### config.mk
export PLATFORM = sky130hd
export DESIGN_NAME = uart_irq_unit
export DESIGN_NICKNAME = d
export VERILOG_FILES = /design/src/rtl/uart_irq_pkg.sv /design/src/rtl/uart_irq_sticky.sv /design/src/rtl/uart_irq_enable.sv /design/src/rtl/uart_irq_merge.sv /design/src/rtl/uart_irq_unit.sv
export SDC_FILE = /design/constraint.sdc
export NUM_CORES = 1
export LEC_CHECK = 0
export BUFFER_PORTS_ARGS = -buffer_cell sky130_fd_sc_hd__buf_2
export CORE_AREA = 2 2 39 41
export CTS_BUF_LIST = sky130_fd_sc_hd__clkbuf_8
export DETAILED_ROUTE_END_ITERATION = 10
export DIE_AREA = 0 0 41 43
export REMOVE_ABC_BUFFERS = 1
export SLEW_MARGIN = 40
export SYNTH_ARGS = -nofsm -noshare
export SYNTH_HDL_FRONTEND = slang
export SYNTH_SLANG_ARGS = --single-unit
### constraint.sdc
create_clock -name clk -period 1.55 [get_ports clk]
set_input_delay 0.2325 -clock clk [delete_from_list [all_inputs] [get_ports clk]]
set_output_delay 0.2325 -clock clk [all_outputs]
set_load 0.01 [all_outputs]
### src/rtl/uart_irq_pkg.sv
// Package: shared bit positions and widths for the UART interrupt unit.
// Assumes an 8-bit register window with a status word and a control word.
package uart_irq_pkg;
    localparam int REG_W     = 8;
    localparam int STAT_W    = 6;
    localparam int LATCH_N   = 4;
    localparam int GRP_N     = 3;
    // status word bit positions
    localparam int ST_TX     = 0;
    localparam int ST_RXTRIG = 1;
    localparam int ST_RXTMO  = 2;
    localparam int ST_FRAME  = 3;
    localparam int ST_BREAK  = 4;
    localparam int ST_OVR    = 5;
    localparam int ST_FORCE  = 6;
    // control word: enables start at this bit (tx, rx, err)
    localparam int CT_EN_LO  = 5;

    // position in the status word of latched source i (tx, frame, break, overrun)
    function automatic int latch_pos(input int i);
        case (i)
            0:       return ST_TX;
            1:       return ST_FRAME;
            2:       return ST_BREAK;
            default: return ST_OVR;
        endcase
    endfunction
endpackage

### src/rtl/uart_irq_sticky.sv
// Module: one sticky status bit with set priority over clear.
// Assumes set and clear are single-cycle qualified strobes.
module uart_irq_sticky (
    input  logic clk,
    input  logic rst_n,
    input  logic set_i,
    input  logic clr_i,
    output logic q_o
);
    // hold the event until cleared; a coincident set wins
    always_ff @(posedge clk) begin
        if (!rst_n)
            q_o <= 1'b0;
        else if (set_i)
            q_o <= 1'b1;
        else if (clr_i)
            q_o <= 1'b0;
    end

    assert_set_sticks_R6: assert property (@(posedge clk) disable iff (!rst_n)
        set_i |=> q_o);
    assert_clear_works_R4: assert property (@(posedge clk) disable iff (!rst_n)
        (clr_i && !set_i) |=> !q_o);
    assert_bit_holds_R2: assert property (@(posedge clk) disable iff (!rst_n)
        (!clr_i && !set_i) |=> $stable(q_o));
endmodule

### src/rtl/uart_irq_enable.sv
// Module: group enable register (tx, rx, err).
// Assumes the caller passes only the enable field of the control write data.
module uart_irq_enable
    import uart_irq_pkg::*;
(
    input  logic             clk,
    input  logic             rst_n,
    input  logic             wr_i,
    input  logic [GRP_N-1:0] wfield_i,
    output logic [GRP_N-1:0] en_o
);
    // capture the enable field on a control write
    always_ff @(posedge clk) begin
        if (!rst_n)
            en_o <= '0;
        else if (wr_i)
            en_o <= wfield_i;
    end

    assert_enable_load_R7: assert property (@(posedge clk) disable iff (!rst_n)
        wr_i |=> (en_o == $past(wfield_i)));
    assert_enable_hold_R7: assert property (@(posedge clk) disable iff (!rst_n)
        !wr_i |=> $stable(en_o));
endmodule

### src/rtl/uart_irq_merge.sv
// Module: gates status bits by group enables and registers the combined request.
// Assumes status layout from uart_irq_pkg; adds one cycle of latency.
module uart_irq_merge
    import uart_irq_pkg::*;
(
    input  logic              clk,
    input  logic              rst_n,
    input  logic [STAT_W-1:0] status_i,
    input  logic [GRP_N-1:0]  en_i,
    output logic              irq_o
);
    logic [STAT_W-1:0] gmask;

    // expand the three group enables to a per-bit mask
    always_comb begin
        gmask            = '0;
        gmask[ST_TX]     = en_i[0];
        gmask[ST_RXTRIG] = en_i[1];
        gmask[ST_RXTMO]  = en_i[1];
        gmask[ST_FRAME]  = en_i[2];
        gmask[ST_BREAK]  = en_i[2];
        gmask[ST_OVR]    = en_i[2];
    end

    // register the OR of enabled status bits
    always_ff @(posedge clk) begin
        if (!rst_n)
            irq_o <= 1'b0;
        else
            irq_o <= |(status_i & gmask);
    end

    assert_no_irq_disabled_R8: assert property (@(posedge clk) disable iff (!rst_n)
        (en_i == '0) |=> !irq_o);
    assert_no_irq_quiet_R8: assert property (@(posedge clk) disable iff (!rst_n)
        (status_i == '0) |=> !irq_o);
endmodule

### src/rtl/uart_irq_unit.sv
// Module: UART interrupt status/enable unit, top level.
// Assumes event inputs are single-cycle pulses and rx levels are synchronous.
module uart_irq_unit
    import uart_irq_pkg::*;
(
    input  logic             clk,
    input  logic             rst_n,
    input  logic             evt_tx_level,
    input  logic             evt_frame_err,
    input  logic             evt_break,
    input  logic             evt_overrun,
    input  logic             rx_trig_lvl,
    input  logic             rx_tmo_lvl,
    input  logic             reg_sel,
    input  logic             reg_wr,
    input  logic [REG_W-1:0] reg_wdata,
    output logic [REG_W-1:0] reg_rdata,
    output logic             irq_o
);
    logic               st_wr;
    logic               ct_wr;
    logic [LATCH_N-1:0] ev_vec;
    logic [LATCH_N-1:0] lat_q;
    logic [STAT_W-1:0]  status;
    logic [GRP_N-1:0]   en;

    // decode the write strobe into the two words
    always_comb begin
        st_wr  = reg_wr && !reg_sel;
        ct_wr  = reg_wr &&  reg_sel;
        ev_vec = {evt_overrun, evt_break, evt_frame_err, evt_tx_level};
    end

    // one sticky cell per latched source; the tx cell also takes the force bit
    for (genvar gi = 0; gi < LATCH_N; gi++) begin : g_lat
        localparam int POS = latch_pos(gi);
        logic set_s;
        if (POS == ST_TX) begin : g_force
            assign set_s = ev_vec[gi] | (st_wr & reg_wdata[ST_FORCE]);
        end else begin : g_plain
            assign set_s = ev_vec[gi];
        end
        uart_irq_sticky u_cell (
            .clk   (clk),
            .rst_n (rst_n),
            .set_i (set_s),
            .clr_i (st_wr & reg_wdata[POS]),
            .q_o   (lat_q[gi])
        );
    end

    // assemble the status word from latched and level sources
    always_comb begin
        status            = '0;
        status[ST_TX]     = lat_q[0];
        status[ST_RXTRIG] = rx_trig_lvl;
        status[ST_RXTMO]  = rx_tmo_lvl;
        status[ST_FRAME]  = lat_q[1];
        status[ST_BREAK]  = lat_q[2];
        status[ST_OVR]    = lat_q[3];
    end

    uart_irq_enable u_en (
        .clk      (clk),
        .rst_n    (rst_n),
        .wr_i     (ct_wr),
        .wfield_i (reg_wdata[CT_EN_LO +: GRP_N]),
        .en_o     (en)
    );

    uart_irq_merge u_merge (
        .clk      (clk),
        .rst_n    (rst_n),
        .status_i (status),
        .en_i     (en),
        .irq_o    (irq_o)
    );

    // read mux for the selected word
    always_comb begin
        if (reg_sel)
            reg_rdata = {en, {CT_EN_LO{1'b0}}};
        else
            reg_rdata = {{(REG_W-STAT_W){1'b0}}, status};
    end

    assert_rx_levels_R3: assert property (@(posedge clk) disable iff (!rst_n)
        (!reg_sel) |-> (reg_rdata[ST_RXTRIG] == rx_trig_lvl && reg_rdata[ST_RXTMO] == rx_tmo_lvl));
    assert_force_sets_tx_R5: assert property (@(posedge clk) disable iff (!rst_n)
        (st_wr && reg_wdata[ST_FORCE]) |=> lat_q[0]);
endmodule

==> impl_metrics.ini <==
[power]
p_per_area_nw_per_um2 = 960.8
ir_worst_vdd_v = 0.0006700
leakage_nw = 0.3037
total_power_mw = 0.5566

[place]
gp_congestion = 0.6416
dp.cells = 85
dp_hpwl_um = 666.2
port_buffers = 24
pre_cts_ws_ns = 0.3517

[routing]
wl_um = 922
first_iter_violations = 6
vias_per_cell = 4.739
first_pass_iters = 4
wl_per_cell_um = 10.48
ant_nets = 0
via_count = 417
route.detailed.drc = 0

[global_routing]
grt_use_total = 0.1198
grt_pass1_vias = 333
grt_pass1_wl_um = 1366
grt_antenna_before_repair = 0
grt_max_degree = 18
grt_overflow_total = 0

[clock_tree]
cts_tree = built
ctsResizeCount = 0
ctsHoldBuffers = 0
clock_sinks = 8
insertion_delay_ns = 0.23
clk_path_buf_depth = 2
numCtsBuffers = 3
root_buffer = clkbuf_8
htree_levels = 1
cts_setup_buffers = 0
path_clk_slew_ns = 0.04

[synthesis]
ys_ff_latch = 8
synth_area_sq_um = 414.1
synth_cells = 47
yosysWarnings = 0
avgSynthCellArea_sq_um = 8.812
yosysUniqueCellTypes = 18
ys_seq_area_frac = 0.3867

[sta]
fmax_mhz = 833.5
tightest_slew_ns = 0.2527
hold_viol_final = 0
setup_viol = 0
drv_slew = 0
finalCriticalPeriod_ns = 1.200
fin_ws_ns = 0.3503
rsz0062_at_grt = no
relSlewSlack = 0.8316
hold_slack_ns = 0.1971
tns_ns = 0
skew_ns = 0.003936
final.period_utilization = 0.7740

[finish]
areaGrowthSynthToFinish_pct = 39.88
nNetsFinal = 92
layoutNonFillerInstCount = 88
final_cell_mix = buf_2, dfxtp_1, and2b_1
drive_above_1_share = 0.4861
mostFrequentLayoutCell = buf_2
antenna_cells = 0

[worst_setup_path]
crit_path_max_incr_delay_ns = 0.36
cpMostUsedCell = buf_2
crit_path_end_kind = output port
cp.arrival_ns = 0.97
critPathMaxFanout = 17
worstPathRequired_ns = 1.32
crit_path_start_kind = primary input
slowest_stage = mux2_2
critPathTopFamily = buffers and inverters
critPathKind = in -> out
crit_chain = buf_2 -> mux2_2 -> buf_2
crit_buf_inv = 2

[floorplan]
die-area_sq_um = 1763
start_util = 0.2993
core_sq_um = 1384
die_width_um = 41
placementRows = 14
ios = 27
dieHeight_um = 43

[status]
status = finished clean

[flow_run]
maxCapViolCount = 0

[hold_path]
hp-class = in -> reg
==> through the flow <==
| stage | util | instance area, sq um |
|---|---|---|
| global placement | 0.3888 | 538.0 |
| CTS | 0.4186 | 579.3 |
| global route | 0.4186 | 579.3 |
| finish | 0.4186 | 579.3 |
| floorplan | - | 397.9 |
| detailed placement | 0.3888 | 538.0 |
==> power by group <==
group          switching (mW)  internal, mW
Combinational          0.0396        0.0437
Clock                  0.0762         0.168
Sequential            0.00844         0.221
==> cell type report <==
type / instances / area (sq um)
Inverter: 4 / 15.01
Sequential cell: 8 / 160.2
Timing Repair Buffer: 24 / 120.1
Tap cell: 16 / 20.02
Multi-Input combinational cell: 33 / 222.7
Fill cell: 156 / 804.5
Clock buffer: 3 / 41.29
==> flip-flops by register name (all words and copies together) (netlist names) <==
| name | cells |
|---|---|
| g_lat.u_cell.q_o | 4 |
| u_en.en_o | 3 |
| u_merge.irq_o | 1 |
==> cells by family after synthesis <==
family,synth area share
compound gates,0.2538
mux,0.02719
flops,0.3867
simple gates,0.2568
buf+inv,0.07550
==> worst reg2reg max path, stage by stage, from the launching register on <==
cell and delay, ns:
dfxtp_1 0.31, o31ai_1 0.25, a31oi_1 0.11
==> path summary, 6_finish.rpt <==
kind / start / endpoint / slack [ns] / depth (start not counted)
max: reg_sel / reg_rdata[5] / 0.35 / 3
min: reg_wdata[3] / g_lat[1].u_cell.q_o / 0.20 / 2
max reg2reg: g_lat[2].u_cell.q_o / u_merge.irq_o / 0.76 / 2
min reg2reg: g_lat[0].u_cell.q_o / u_merge.irq_o / 0.48 / 2
==> layer usage <==
layer	vias to the layer above	GRT usage	wire length [um]
met2	17	0.1719	409
met1	183	0.1396	423
met4	0	0.02000	0
met3	0	0.09424	90
met5	-	0	0
li1	217	-	-
==> synth_stat cells <==
cell / n / area, sq um
dfxtp_1: 8 / 160.2
and2b_1: 5 / 37.54
a31oi_1: 4 / 25.02
inv_1: 4 / 15.01
o21ai_0: 4 / 20.02
a21bo_2: 3 / 30.03
a21oi_1: 3 / 15.01
nand2_1: 3 / 11.26
nand3_1: 3 / 15.01
and2_2: 2 / 15.01
and2b_2: 1 / 8.760
and3b_2: 1 / 10.01
buf_6: 1 / 11.26
clkbuf_2: 1 / 5.000
mux2_2: 1 / 11.26
nand4b_1: 1 / 8.760
o211ai_1: 1 / 7.510
o31ai_1: 1 / 7.510
Note: power is estimated with default switching activity, not from simulation.
